[src/rtl/blk_prot_pkg.sv]
`timescale 1ns/1ps
package blk_prot_pkg;

   localparam int REG_AW = 12;

   localparam logic [REG_AW-1:0] OFS_CTRL = 12'h000;
   localparam logic [REG_AW-1:0] OFS_STAT = 12'h020;
   localparam logic [REG_AW-1:0] OFS_CLR  = 12'h024;
   localparam logic [REG_AW-1:0] OFS_IEN  = 12'h028;
   localparam logic [REG_AW-1:0] OFS_CAP1 = 12'h02C;
   localparam logic [REG_AW-1:0] OFS_CAP2 = 12'h030;
   localparam logic [REG_AW-1:0] OFS_SET  = 12'h034;
   localparam logic [REG_AW-1:0] OFS_LUT  = 12'h100;

   typedef enum logic [1:0] {
      XS_IDLE  = 2'd0,
      XS_ISSUE = 2'd1,
      XS_WAIT  = 2'd2
   } xs_t;

   // second capture word: requester id, inverted secure flag, block bit
   function automatic logic [31:0] pack_cap2(input logic [15:0] master,
                                              input logic        secure,
                                              input logic        blk_ns);
      return {14'd0, blk_ns, ~secure, master};
   endfunction

endpackage

[src/rtl/bpf_lookup.sv]
`timescale 1ns/1ps
module bpf_lookup #(
   parameter int AW        = 16,
   parameter int BLK_BYTES = 256,
   parameter int LUT_WORDS = 8
) (
   input  logic [AW-1:0]           addr,
   input  logic                    secure,
   input  logic [LUT_WORDS*32-1:0] lut_flat,
   output logic                    blk_ns,
   output logic                    blocked
);
   localparam int SH = $clog2(BLK_BYTES);
   localparam int IW = AW - SH;
   localparam int LB = LUT_WORDS * 32;
   localparam int XW = $clog2(LB);

   logic [IW-1:0] blk_idx;
   logic [XW-1:0] bit_sel;
   logic          unused_lo;

   assign blk_idx   = addr[AW-1:SH];
   assign unused_lo = ^addr[SH-1:0];
   // word = idx/32, bit = idx%32 is the same as bit idx of the flat table
   assign bit_sel   = XW'(blk_idx);
   assign blk_ns    = lut_flat[bit_sel];
   // secure attribute must be the opposite of the non-secure marking
   assign blocked   = (blk_ns == secure);

endmodule

[src/rtl/bpf_xfer.sv]
`timescale 1ns/1ps
module bpf_xfer
   import blk_prot_pkg::*;
#(
   parameter int AW = 16,
   parameter int DW = 32
) (
   input  logic          clk,
   input  logic          rst_n,
   input  logic          req_valid,
   output logic          req_ready,
   input  logic [AW-1:0] req_addr,
   input  logic          req_write,
   input  logic [DW-1:0] req_wdata,
   input  logic          blocked,
   input  logic          err_mode,
   output logic          blk_evt,
   output logic          mem_valid,
   input  logic          mem_ready,
   output logic [AW-1:0] mem_addr,
   output logic          mem_write,
   output logic [DW-1:0] mem_wdata,
   input  logic          mem_rsp_valid,
   input  logic [DW-1:0] mem_rdata,
   output logic          rsp_valid,
   output logic [DW-1:0] rsp_rdata,
   output logic          rsp_error
);
   xs_t           state_q;
   logic [AW-1:0] addr_q;
   logic          wr_q;
   logic [DW-1:0] wdata_q;
   logic          accept;

   assign req_ready = (state_q == XS_IDLE);
   assign accept    = req_valid && req_ready;
   assign blk_evt   = accept && blocked;

   assign mem_valid = (state_q == XS_ISSUE);
   assign mem_addr  = addr_q;
   assign mem_write = wr_q;
   assign mem_wdata = wdata_q;

   always_ff @(posedge clk or negedge rst_n) begin
      if (!rst_n) begin
         state_q   <= XS_IDLE;
         addr_q    <= '0;
         wr_q      <= 1'b0;
         wdata_q   <= '0;
         rsp_valid <= 1'b0;
         rsp_rdata <= '0;
         rsp_error <= 1'b0;
      end else begin
         rsp_valid <= 1'b0;
         unique case (state_q)
            XS_IDLE: begin
               if (accept) begin
                  if (blocked) begin
                     rsp_valid <= 1'b1;
                     rsp_rdata <= '0;
                     rsp_error <= err_mode;
                  end else begin
                     addr_q  <= req_addr;
                     wr_q    <= req_write;
                     wdata_q <= req_wdata;
                     state_q <= XS_ISSUE;
                  end
               end
            end
            XS_ISSUE: begin
               if (mem_ready) state_q <= XS_WAIT;
            end
            XS_WAIT: begin
               if (mem_rsp_valid) begin
                  rsp_valid <= 1'b1;
                  rsp_rdata <= wr_q ? '0 : mem_rdata;
                  rsp_error <= 1'b0;
                  state_q   <= XS_IDLE;
               end
            end
            default: state_q <= XS_IDLE;
         endcase
      end
   end

endmodule

[src/rtl/bpf_event.sv]
`timescale 1ns/1ps
module bpf_event
   import blk_prot_pkg::*;
#(
   parameter int AW      = 16,
   parameter bit IRQ_REG = 1'b1
) (
   input  logic          clk,
   input  logic          rst_n,
   input  logic          blk_evt,
   input  logic [AW-1:0] evt_addr,
   input  logic [15:0]   evt_master,
   input  logic          evt_secure,
   input  logic          evt_ns,
   input  logic          set_pulse,
   input  logic          clr_pulse,
   input  logic          irq_en,
   output logic          status_q,
   output logic [31:0]   cap1,
   output logic [31:0]   cap2,
   output logic          irq
);
   logic take;

   assign take = blk_evt && !status_q;

   always_ff @(posedge clk or negedge rst_n) begin
      if (!rst_n) begin
         status_q <= 1'b0;
         cap1     <= '0;
         cap2     <= '0;
      end else begin
         if (take) begin
            cap1 <= 32'(evt_addr);
            cap2 <= pack_cap2(evt_master, evt_secure, evt_ns);
         end
         // capture and software set win over a simultaneous clear
         if (take || set_pulse) status_q <= 1'b1;
         else if (clr_pulse)    status_q <= 1'b0;
      end
   end

   generate
      if (IRQ_REG) begin : g_irq_ff
         always_ff @(posedge clk or negedge rst_n) begin
            if (!rst_n) irq <= 1'b0;
            else        irq <= status_q & irq_en;
         end
      end else begin : g_irq_comb
         assign irq = status_q & irq_en;
      end
   endgenerate

endmodule

[src/rtl/bpf_regs.sv]
`timescale 1ns/1ps
module bpf_regs
   import blk_prot_pkg::*;
#(
   parameter int LUT_WORDS = 8
) (
   input  logic                    clk,
   input  logic                    rst_n,
   input  logic                    reg_wen,
   input  logic [REG_AW-1:0]       reg_addr,
   input  logic [31:0]             reg_wdata,
   output logic [31:0]             reg_rdata,
   input  logic                    status_q,
   input  logic [31:0]             cap1,
   input  logic [31:0]             cap2,
   output logic                    err_mode,
   output logic                    irq_en,
   output logic                    set_pulse,
   output logic                    clr_pulse,
   output logic [LUT_WORDS*32-1:0] lut_flat
);
   logic [31:0] lut_q [LUT_WORDS];

   assign set_pulse = reg_wen && (reg_addr == OFS_SET) && reg_wdata[0];
   assign clr_pulse = reg_wen && (reg_addr == OFS_CLR) && reg_wdata[0];

   always_ff @(posedge clk or negedge rst_n) begin
      if (!rst_n) begin
         err_mode <= 1'b0;
         irq_en   <= 1'b0;
      end else if (reg_wen) begin
         if (reg_addr == OFS_CTRL) err_mode <= reg_wdata[0];
         if (reg_addr == OFS_IEN)  irq_en   <= reg_wdata[0];
      end
   end

   generate
      for (genvar w = 0; w < LUT_WORDS; w++) begin : g_lut
         localparam logic [REG_AW-1:0] WOFS = OFS_LUT + REG_AW'(4 * w);
         always_ff @(posedge clk or negedge rst_n) begin
            if (!rst_n)                          lut_q[w] <= '0;
            else if (reg_wen && reg_addr == WOFS) lut_q[w] <= reg_wdata;
         end
         assign lut_flat[w*32 +: 32] = lut_q[w];
      end
   endgenerate

   always_comb begin
      reg_rdata = '0;
      case (reg_addr)
         OFS_CTRL: reg_rdata = {31'd0, err_mode};
         OFS_STAT: reg_rdata = {31'd0, status_q};
         OFS_IEN:  reg_rdata = {31'd0, irq_en};
         OFS_CAP1: reg_rdata = cap1;
         OFS_CAP2: reg_rdata = cap2;
         default:  reg_rdata = '0;
      endcase
      for (int w = 0; w < LUT_WORDS; w++) begin
         if (reg_addr == OFS_LUT + REG_AW'(4 * w)) reg_rdata = lut_q[w];
      end
   end

endmodule

[src/rtl/blk_prot_filter.sv]
`timescale 1ns/1ps
module blk_prot_filter
   import blk_prot_pkg::*;
#(
   parameter int AW        = 16,
   parameter int DW        = 32,
   parameter int BLK_BYTES = 256,
   parameter bit IRQ_REG   = 1'b1
) (
   input  logic              clk,
   input  logic              rst_n,
   input  logic              req_valid,
   output logic              req_ready,
   input  logic [AW-1:0]     req_addr,
   input  logic              req_write,
   input  logic [DW-1:0]     req_wdata,
   input  logic              req_secure,
   input  logic [15:0]       req_master,
   output logic              rsp_valid,
   output logic [DW-1:0]     rsp_rdata,
   output logic              rsp_error,
   output logic              mem_valid,
   input  logic              mem_ready,
   output logic [AW-1:0]     mem_addr,
   output logic              mem_write,
   output logic [DW-1:0]     mem_wdata,
   input  logic              mem_rsp_valid,
   input  logic [DW-1:0]     mem_rdata,
   input  logic              reg_wen,
   input  logic [REG_AW-1:0] reg_addr,
   input  logic [31:0]       reg_wdata,
   output logic [31:0]       reg_rdata,
   output logic              irq
);
   localparam int SH        = $clog2(BLK_BYTES);
   localparam int NBLK      = 2 ** (AW - SH);
   localparam int LUT_WORDS = (NBLK + 31) / 32;

   generate
      if (BLK_BYTES < 4 || (BLK_BYTES & (BLK_BYTES - 1)) != 0) begin : g_chk_blk
         $error("BLK_BYTES must be a power of two of at least 4");
      end
      if (AW > 32 || AW <= SH) begin : g_chk_aw
         $error("AW must exceed log2(BLK_BYTES) and be at most 32");
      end
      if (LUT_WORDS > 192) begin : g_chk_lut
         $error("lookup table does not fit the register window");
      end
      if (DW < 8) begin : g_chk_dw
         $error("DW must be at least 8");
      end
   endgenerate

   logic                    err_mode;
   logic                    irq_en;
   logic                    set_pulse;
   logic                    clr_pulse;
   logic [LUT_WORDS*32-1:0] lut_flat;
   logic                    blk_ns;
   logic                    blocked;
   logic                    blk_evt;
   logic                    status_q;
   logic [31:0]             cap1;
   logic [31:0]             cap2;

   bpf_regs #(.LUT_WORDS(LUT_WORDS)) u_regs (
      .clk(clk), .rst_n(rst_n),
      .reg_wen(reg_wen), .reg_addr(reg_addr), .reg_wdata(reg_wdata),
      .reg_rdata(reg_rdata),
      .status_q(status_q), .cap1(cap1), .cap2(cap2),
      .err_mode(err_mode), .irq_en(irq_en),
      .set_pulse(set_pulse), .clr_pulse(clr_pulse),
      .lut_flat(lut_flat)
   );

   bpf_lookup #(.AW(AW), .BLK_BYTES(BLK_BYTES), .LUT_WORDS(LUT_WORDS)) u_look (
      .addr(req_addr), .secure(req_secure), .lut_flat(lut_flat),
      .blk_ns(blk_ns), .blocked(blocked)
   );

   bpf_xfer #(.AW(AW), .DW(DW)) u_xfer (
      .clk(clk), .rst_n(rst_n),
      .req_valid(req_valid), .req_ready(req_ready),
      .req_addr(req_addr), .req_write(req_write), .req_wdata(req_wdata),
      .blocked(blocked), .err_mode(err_mode), .blk_evt(blk_evt),
      .mem_valid(mem_valid), .mem_ready(mem_ready), .mem_addr(mem_addr),
      .mem_write(mem_write), .mem_wdata(mem_wdata),
      .mem_rsp_valid(mem_rsp_valid), .mem_rdata(mem_rdata),
      .rsp_valid(rsp_valid), .rsp_rdata(rsp_rdata), .rsp_error(rsp_error)
   );

   bpf_event #(.AW(AW), .IRQ_REG(IRQ_REG)) u_evt (
      .clk(clk), .rst_n(rst_n),
      .blk_evt(blk_evt), .evt_addr(req_addr), .evt_master(req_master),
      .evt_secure(req_secure), .evt_ns(blk_ns),
      .set_pulse(set_pulse), .clr_pulse(clr_pulse), .irq_en(irq_en),
      .status_q(status_q), .cap1(cap1), .cap2(cap2), .irq(irq)
   );

endmodule

[config.mk]
export PLATFORM = sky130hd
export DESIGN_NAME = blk_prot_filter
export DESIGN_NICKNAME = d
export VERILOG_FILES = /design/src/rtl/blk_prot_pkg.sv /design/src/rtl/bpf_lookup.sv /design/src/rtl/bpf_xfer.sv /design/src/rtl/bpf_event.sv /design/src/rtl/bpf_regs.sv /design/src/rtl/blk_prot_filter.sv
export SDC_FILE = /design/constraint.sdc
export NUM_CORES = 1
export LEC_CHECK = 0
export BUFFER_PORTS_ARGS = -buffer_cell sky130_fd_sc_hd__clkbuf_2
export CAP_MARGIN = 40
export CORE_UTILIZATION = 40
export CTS_BUF_LIST = sky130_fd_sc_hd__clkbuf_8 sky130_fd_sc_hd__clkbuf_16
export DETAILED_ROUTE_END_ITERATION = 7
export PLACE_DENSITY = 0.69
export SLEW_MARGIN = 30
export SYNTH_ARGS = -nofsm -noshare
export SYNTH_HDL_FRONTEND = slang
export SYNTH_SLANG_ARGS = --single-unit
[constraint.sdc]
create_clock -name clk -period 4.58 [get_ports clk]
set_clock_uncertainty 0.2 [all_clocks]
set_input_delay 0.687 -clock clk [delete_from_list [all_inputs] [get_ports clk]]
set_output_delay 0.687 -clock clk [all_outputs]
set_load 0.02 [all_outputs]
==> run summary, run 1 <==
switching share of power = 29.8%
vias in the first global route = 13,700
maximum VDD drop = 0.331 mV
Hold Startpoint = req_master[3]
clock power share = 36.4%
setup_tns = 0 ns
via count = 13,500
Post-synth EDFFs = 0
post-synthesis sequential area ratio = 51.4%
Die Ht = 217 um
synth top area cells = dfrtp_1, mux2_2, mux4_2
combinational share of power = 18.4%
max incr delay on CP = 0.61 ns
RePlAce Congestion = 0.908
first-pass GRT wire length = 84.5 mm
DRT Wirelength = 55.6 mm
synth cell count leaders = dfrtp_1, mux2_2, nor2_1
Worst EP required = 3.69 ns
post-synth top area share = 51.4%
dpl hpwl = 39.9 mm
GRT overflow = 0
Tmin final = 4.41 ns
reg-to-reg critical path startpoint = u_regs.lut_flat[160]$_DFFE_PN0P_
starting density of the core = 40.6%
worst slew pin tran = 0.782 ns
Core Region = 45,400 um2
final hold viol count = 0
internal power = 0.00638 W
syn_area_per_cell = 13.2 um2
vias per std cell = 5.88
RSZ-0062 raised after global routing = no
PortBufs = 265
synthesized cell area = 18,400 um2
pwr dens = 411 nW/um2
worst hold path depth = 2
flop-to-flop setup slack = 1.13 ns
CP Cell Sequence = clkbuf_2, or4_1, nor3_1, nand2_1, nor3_2, buf_12, a222oi_1, a21oi_1, nor3_1, o221ai_1, clkbuf_2
Filler cells = 3,979
Synth cell types = 49
Routed WL per cell = 24.2 um
ys async rst share = 100%
Startpoint Class = input port
worst-path fanout max = 34
period utilization = 96.2%
flops & latches, synth = 379
max_slew headroom = 47.8%
largest net degree at the start of global routing = 125
Synth area leader = dfrtp_1
Final nets = 1,814
clock buffer depth = 3
Post-Synthesis Net Count = 1,544
kind of critical path = in -> out
gr usage total = 23.6%
H-tree lvl count = 2
final setup vio count = 0
CTS Root Cell = clkbuf_16
clock sink total = 379
Residual DRC = 0
Slowest cell on crit path = or4_1
Die Area = 47,000 um2
top-count cell post-synth = dfrtp_1
R2R cell count = 10
ys flop type = dfrtp_1
Hold WC Path Type = in -> reg
Top Ports = 266
clock transition at the registers of the reported paths = 0.06 ns
CP Capture Type = primary output
post-cts gate resize count = 0
synth-to-layout area growth = 19.9%
Yosys warnings = 0
setup bufs post-CTS = 0
number of CTS-inserted buffers = 42
Reg power frac = 45.2%
std cell rows = 78
first-iteration detailed-routing DRC count = 1,329
Max Clk Rate = 227 MHz
max-cap check violation count = 0
initial antenna violation count = 2
leakage power = 10.8 nW
die extent in x = 217 um
reg2reg end = u_xfer.mem_wdata[4]$_DFFE_PN0P_
number of nets with antenna violations after routing = 0
Antenna diodes = 0
Final Max Slew Viols = 0
layout cell share with drive strength beyond 1 = 42.6%
TritonCTS clock tree = yes
Worst Hold Endpoint = u_evt.cap2[3]$_DFFE_PN0P_
cells after synthesis = 1,396
Clock Latency Late Sink = 0.58 ns
CP arrival = 3.52 ns
P_sw = 0.00270 W
hold_ws = 0.120 ns
final worst slack = 0.172 ns
Placement Setup Slack = 0.269 ns
status = finished clean
Power Total = 0.00908 W
first-pass iteration count of the detailed router = 6
-- how the worst max path moves through the flow --
stage                     depth (start not counted)                              end        start
after detailed placement                         11  u_xfer.mem_wdata[4]$_DFFE_PN0P_  req_addr[9]
after global placement                           11                    reg_rdata[10]  reg_addr[9]
after global routing                             11                    reg_rdata[10]  reg_addr[9]
after CTS                                        11                    reg_rdata[10]  reg_addr[9]
final                                            11                    reg_rdata[10]  reg_addr[9]
after floorplan                                   8                    reg_rdata[18]  reg_addr[9]
-- routing by layer --
metal / global-route usage [%] / vias to the layer above / wire length, um
li1: - / 5847 / -
met1: 30.8 / 6909 / 23000
met2: 38.7 / 636 / 26400
met3: 5.52 / 116 / 4440
met4: 8.08 / 2 / 1720
met5: 0 / - / 13
-- final cells by class --
type / instances / area (um2) / area share, %
flip-flops and latches: 379 / 9480 / 42.9
multi-input cells: 905 / 8470 / 38.3
repair buffers: 329 / 2020 / 9.15
clock buffers: 47 / 1130 / 5.12
well taps: 600 / 751 / 3.40
clock inverters: 30 / 216 / 0.979
inverters: 9 / 33.8 / 0.153
-- per-stage QoR --
stage | utilization (%) | instances | instance area, um2
after global placement | 45.7 | 2220 | 20700
after CTS | 48.6 | 2297 | 22100
after detailed placement | 45.7 | 2220 | 20700
final | 48.7 | 2299 | 22100
after floorplan | - | 1396 | 18400
after global routing | 48.7 | 2299 | 22100
-- critical path: cells and delay by family --
kind,cells,cell delay [ns]
simple gates,5,1.46
compound gates,3,0.77
buf+inv,3,0.58
-- layout by cell type (no fill, tap or decap), types with 3 or more instances in the layout --
cell	n
dfrtp_1	379
mux2_2	264
clkbuf_2	261
nor2_1	85
mux2_1	78
mux2i_1	77
nand2_1	62
mux4_2	52
buf_4	51
clkbuf_16	43
a32o_1	34
o21ai_0	29
a22oi_1	28
a21oi_1	22
a221oi_1	19
nand3_1	18
nor3_1	18
a222oi_1	18
clkinv_2	17
inv_1	16
buf_12	14
nand2b_1	9
o221ai_1	9
o2111ai_1	8
o211ai_1	7
nor2b_1	7
nor4_1	7
nor4b_1	5
and3_1	5
a211oi_1	5
o22ai_1	4
clkbuf_8	4
mux2i_4	3
nor2_2	3
nor4bb_1	3
and2_1	3
nor3b_1	3
a31oi_1	3
-- power by group through the flow --
stage	registers (W)	logic [W]	clock network (W)
after floorplan	0.00449	0.000605	0
after global placement	0.00414	0.00165	0
after detailed placement	0.00416	0.00168	0
after CTS	0.00410	0.00169	0.00338
after global routing	0.00416	0.00180	0.00352
final	0.00410	0.00167	0.00331
-- state kept, by name, summed over array words and instances (netlist names) --
register          flops
u_xfer.mem_write      1
u_regs.irq_en         1
u_regs.lut_flat     256
u_evt.cap1           16
u_evt.irq             1
u_xfer.rsp_rdata     32
u_regs.err_mode       1
u_xfer.mem_wdata     32
u_xfer.rsp_error      1
u_evt.cap2           18
u_xfer.rsp_valid      1
u_evt.status_q        1
u_xfer.mem_addr      16
u_xfer.state_q        2
-- cell families (layout without fill, tap and decap cells) --
family                 Yosys count  after routing  synth area share, %
and+or+nand+nor                240            240                 6.04
DFF                            379            379                 51.4
buffers and inverters          112            415                 2.80
muxes                          474            474                 31.7
AOI/OAI and AO/OA              191            191                 8.01
-- what timing repair did --
| action | CTS | global route |
|---|---|---|
| setup endpoints to repair | 0 | 0 |
| hold endpoints to repair | 0 | 55 |
| hold buffers | 0 | 1 |
(Power assumes the default switching activity.)
==> run 2, diff against run 1 <==
--- a/config.mk
+++ b/config.mk
@@ -7,10 +7,10 @@
 export LEC_CHECK = 0
 export BUFFER_PORTS_ARGS = -buffer_cell sky130_fd_sc_hd__clkbuf_2
 export CAP_MARGIN = 40
-export CORE_UTILIZATION = 40
+export CORE_UTILIZATION = 50
 export CTS_BUF_LIST = sky130_fd_sc_hd__clkbuf_8 sky130_fd_sc_hd__clkbuf_16
 export DETAILED_ROUTE_END_ITERATION = 7
-export PLACE_DENSITY = 0.69
+export PLACE_DENSITY = 0.81
 export SLEW_MARGIN = 30
 export SYNTH_ARGS = -nofsm -noshare
 export SYNTH_HDL_FRONTEND = slang
==> run summary, run 2 (synthesis gave the netlist of run 1 again) <==
layout cell share with drive strength beyond 1 = 42.0%
Max Clk Rate = 232 MHz
Final nets = 1,808
clock sink total = 379
max_slew headroom = 49.6%
PortBufs = 265
final hold viol count = 0
clock transition at the registers of the reported paths = 0.06 ns
worst hold path depth = 2
status = finished clean
first-pass GRT wire length = 85.4 mm
Core Region = 35,900 um2
R2R cell count = 9
via count = 13,900
GRT overflow = 0
Tmin final = 4.31 ns
Startpoint Class = input port
die extent in x = 194 um
std cell rows = 69
gr usage total = 29.6%
first-iteration detailed-routing DRC count = 1,182
CP arrival = 3.43 ns
Die Area = 37,700 um2
flop-to-flop setup slack = 1.18 ns
max FFs per register = 256
kind of critical path = in -> out
leading cell type in the layout, fill and taps excluded = dfrtp_1
Residual DRC = 0
reg2reg end = u_xfer.mem_wdata[13]$_DFFE_PN0P_
initial antenna violation count = 3
worst-path fanout max = 4
first-pass iteration count of the detailed router = 8
post-cts gate resize count = 0
Top Ports = 266
starting density of the core = 51.4%
vias in the first global route = 14,300
CP Capture Type = primary output
Die Ht = 194 um
worst slew pin tran = 0.756 ns
Hold WC Path Type = in -> reg
reg-to-reg critical path startpoint = u_regs.lut_flat[85]$_DFFE_PN0P_
dpl hpwl = 39.2 mm
Clock Latency Late Sink = 0.55 ns
Routed WL per cell = 25.7 um
max-cap check violation count = 0
Final Max Slew Viols = 0
synth-to-layout area growth = 18.5%
number of nets with antenna violations after routing = 0
setup_tns = 0 ns
largest net degree at the start of global routing = 121
CTS Root Cell = clkbuf_16
Worst EP required = 3.69 ns
RePlAce Congestion = 0.901
RSZ-0062 raised after global routing = no
most frequent cells in the layout = dfrtp_1, mux2_2, clkbuf_2, nor2_1, mux2_1
Power Total = 0.00920 W
DRT Wirelength = 55.3 mm
Hold Startpoint = req_wdata[28]
TritonCTS clock tree = yes
period utilization = 94.2%
maximum VDD drop = 0.286 mV
Worst Hold Endpoint = u_xfer.mem_wdata[28]$_DFFE_PN0P_
number of CTS-inserted buffers = 41
pwr dens = 421 nW/um2
vias per std cell = 6.43
clock buffer depth = 3
leakage power = 10.8 nW
end-of-flow core utilization = 60.9%
CTS Hold Buffers Added = 1
final setup vio count = 0
Filler cells = 2,754
setup bufs post-CTS = 0
H-tree lvl count = 2
run 2: cell types whose count changed in the layout (fill, tap and decap cells not counted), sizes merged:
cell	previous run	this run
buf	67	62
bufinv	2	4
clkbuf	308	311
clkinv	17	5
diode	0	2
inv	19	23
run 2: metal layers:
layer  track usage [%]  wire [um]  up-vias  share of wire, %
li1                  -          -     5843                 -
met1              37.4      21000     6983                38
met2              47.5      25900      830                47
met3              7.10       5260      197               9.5
met4              15.5       3150        4               5.7
met5                 0         22        -             0.040
run 2: worst max-delay path by stage:
stage               slack [ns]   startpoint             to  cells after the start
floorplan                 0.48  reg_addr[9]  reg_rdata[18]                      8
global placement          0.25  reg_addr[9]   reg_rdata[6]                      9
detailed placement        0.24  reg_addr[9]   reg_rdata[6]                      9
CTS                       0.24  reg_addr[9]   reg_rdata[6]                      9
global route              0.05  reg_addr[9]  reg_rdata[16]                     11
finish                    0.27  reg_addr[9]  reg_rdata[16]                     11
run 2: layout make-up:
| type | count | area, um2 | area share (%) |
|---|---|---|---|
| multi-input combinational | 905 | 8470 | 38.7 |
| clock buffer | 50 | 1170 | 5.36 |
| inverter | 9 | 33.8 | 0.155 |
| antenna | 2 | 5.00 | 0.0229 |
| tap | 461 | 577 | 2.64 |
| clock inverter | 24 | 210 | 0.962 |
| timing repair buffer | 324 | 1910 | 8.72 |
| sequential | 379 | 9480 | 43.4 |
run 2: worst max-delay path, stage by stage:
cell,delay (ns)
clkbuf_2,0.07
or4_1,0.54
nor3_1,0.27
nand2_1,0.19
nor3_1,0.56
o21ai_0,0.19
nand2_1,0.12
o22ai_1,0.08
a21o_1,0.22
a31oi_1,0.26
clkbuf_2,0.22
run 2: power breakdown:
part	switching (W)	total (W)	internal, W
Clock	0.00134	0.00337	0.00203
Combinational	0.00106	0.00171	0.000651
Sequential	0.000289	0.00411	0.00382
Total	0.00269	0.00920	0.00651
run 2: stage by stage:
| step | setup slack, ns | hold WS [ns] | cell area [um2] | std cells |
|---|---|---|---|---|
| CTS | 0.239 | 0.145 | 21800 | 2151 |
| finish | 0.267 | 0.160 | 21900 | 2154 |
| detailed placement | 0.244 | 0.281 | 20400 | 2076 |
| global placement | 0.255 | 0.272 | 20400 | 2076 |
| global route | 0.0526 | 0.155 | 21900 | 2152 |
| floorplan | 0.476 | 0.191 | 18400 | 1396 |
==> run 3, diff against run 2 <==
--- a/config.mk
+++ b/config.mk
@@ -7,6 +7,7 @@
 export LEC_CHECK = 0
 export BUFFER_PORTS_ARGS = -buffer_cell sky130_fd_sc_hd__clkbuf_2
 export CAP_MARGIN = 40
+export CORE_MARGIN = 8
 export CORE_UTILIZATION = 50
 export CTS_BUF_LIST = sky130_fd_sc_hd__clkbuf_8 sky130_fd_sc_hd__clkbuf_16
 export DETAILED_ROUTE_END_ITERATION = 7
==> run summary, run 3 (synthesis gave the netlist of run 1 again) <==
setup_tns = 0 ns
via count = 14,000
dpl hpwl = 42.1 mm
TritonCTS clock tree = yes
met2 usage = 42.0%
clock transition at the registers of the reported paths = 0.06 ns
max_slew headroom = 46.3%
Core Region = 36,400 um2
clock sink total = 379
Top Ports = 266
synth-to-layout area growth = 18.3%
std cell rows = 70
worst-path fanout max = 18
Final Max Slew Viols = 0
layout cell share with drive strength beyond 1 = 42.1%
most frequent cells in the layout = dfrtp_1, mux2_2, clkbuf_2, nor2_1, mux2_1
pwr dens = 418 nW/um2
Filler cells = 2,828
Die Area = 43,300 um2
period utilization = 94.0%
max FFs per register = 256
H-tree lvl count = 2
Max Clk Rate = 232 MHz
initial antenna violation count = 4
RePlAce Congestion = 0.937
Residual DRC = 0
Die Ht = 208 um
Startpoint Class = input port
Final nets = 1,807
RSZ-0062 raised after global routing = no
first-pass iteration count of the detailed router = 6
PortBufs = 265
leakage power = 10.8 nW
CP Capture Type = primary output
die extent in x = 208 um
Hold WC Path Type = in -> reg
setup bufs post-CTS = 0
GRT overflow = 0
DRT Wirelength = 58.9 mm
leading cell type in the layout, fill and taps excluded = dfrtp_1
Routed WL per cell = 27.3 um
first-iteration detailed-routing DRC count = 1,646
GRT busiest layer = met2
worst slew pin tran = 0.806 ns
Worst EP required = 3.69 ns
status = finished clean
maximum VDD drop = 0.275 mV
post-cts gate resize count = 0
CTS Root Cell = clkbuf_16
final hold viol count = 0
Antenna diodes = 0
Clock Latency Late Sink = 0.57 ns
gr usage total = 26.7%
vias per std cell = 6.50
grt met1 use = 34.1%
starting density of the core = 50.6%
Tmin final = 4.31 ns
vias in the first global route = 14,400
kind of critical path = in -> out
final setup vio count = 0
final worst slack = 0.275 ns
clock buffer depth = 3
Placement Setup Slack = 0.151 ns
met3 Use GR = 7.79%
number of nets with antenna violations after routing = 0
Layout Cells excl Fill = 2,159
largest net degree at the start of global routing = 95
number of instances in the placed design = 2,083
CP arrival = 3.42 ns
first-pass GRT wire length = 90.0 mm
number of CTS-inserted buffers = 41
max-cap check violation count = 0
run 3: cell types whose count changed in the layout (fill, tap and decap cells not counted):
cell,change
inv_1,-2
clkinv_2,+4
clkinv_4,+1
buf_4,-1
bufinv_16,-2
nor2_2,-1
diode_2,-2
nor2_4,+1
run 3: area by class of cell:
type / count / area (um2) / share of cell area, %
flip-flops and latches: 379 / 9480 / 43.5
multi-input cells: 905 / 8470 / 38.8
repair buffers: 323 / 1900 / 8.70
clock buffers: 50 / 1170 / 5.37
well taps: 468 / 586 / 2.68
clock inverters: 25 / 171 / 0.786
inverters: 9 / 33.8 / 0.155
run 3: path summary, 6_finish.rpt:
check | startpoint | end | slack [ns] | cells past startpoint
worst max-delay path | reg_addr[9] | reg_rdata[6] | 0.27 | 10
worst min-delay path | req_wdata[15] | u_xfer.mem_wdata[15]$_DFFE_PN0P_ | 0.13 | 2
worst max register to register | u_regs.lut_flat[17]$_DFFE_PN0P_ | u_xfer.mem_wdata[16]$_DFFE_PN0P_ | 1.04 | 11
worst min register to register | u_xfer.mem_addr[7]$_DFFE_PN0P_ | u_xfer.mem_addr[7]$_DFFE_PN0P_ | 0.29 | 1
max in group asynchronous | rst_n | u_xfer.mem_wdata[19]$_DFFE_PN0P_ | 2.55 | 3
min in group asynchronous | rst_n | u_regs.lut_flat[203]$_DFFE_PN0P_ | 0.56 | 2
run 3: where the power goes:
part	switching, W	internal, W
registers	0.000293	0.00382
logic	0.00107	0.000653
clock network	0.00136	0.00193
run 3: critical path, stage by stage:
cell,delay [ns]
clkbuf_2,0.07
or4_1,0.56
nor3_1,0.28
nand2_1,0.19
or3_1,0.58
buf_6,0.26
a21oi_1,0.16
nor3_1,0.06
o221ai_1,0.32
clkbuf_2,0.24
run 3: per-stage QoR:
step / hold slack (ns) / total power, W / instance area, um2 / util (%)
4_1_cts: 0.117 / 0.00919 / 21800 / 59.9
3_3_place_gp: 0.272 / 0.00584 / 20400 / 56.1
5_1_grt: 0.126 / 0.00946 / 21800 / 59.9
3_5_place_dp: 0.281 / 0.00591 / 20500 / 56.2
6_report: 0.132 / 0.00913 / 21800 / 59.9
2_1_floorplan: 0.191 / 0.00509 / 18400 / -
run 3: repair_timing:
item,in CTS,in global routing
hold buffers,1,0
endpoints found under the hold margin,57,0
endpoints found under the setup margin,0,0
run 3: per-layer routing:
metal	wire length [um]	vias up
met4	2800	8
met1	23300	7145
met3	5810	197
met2	27000	853
li1	-	5835
met5	52	-
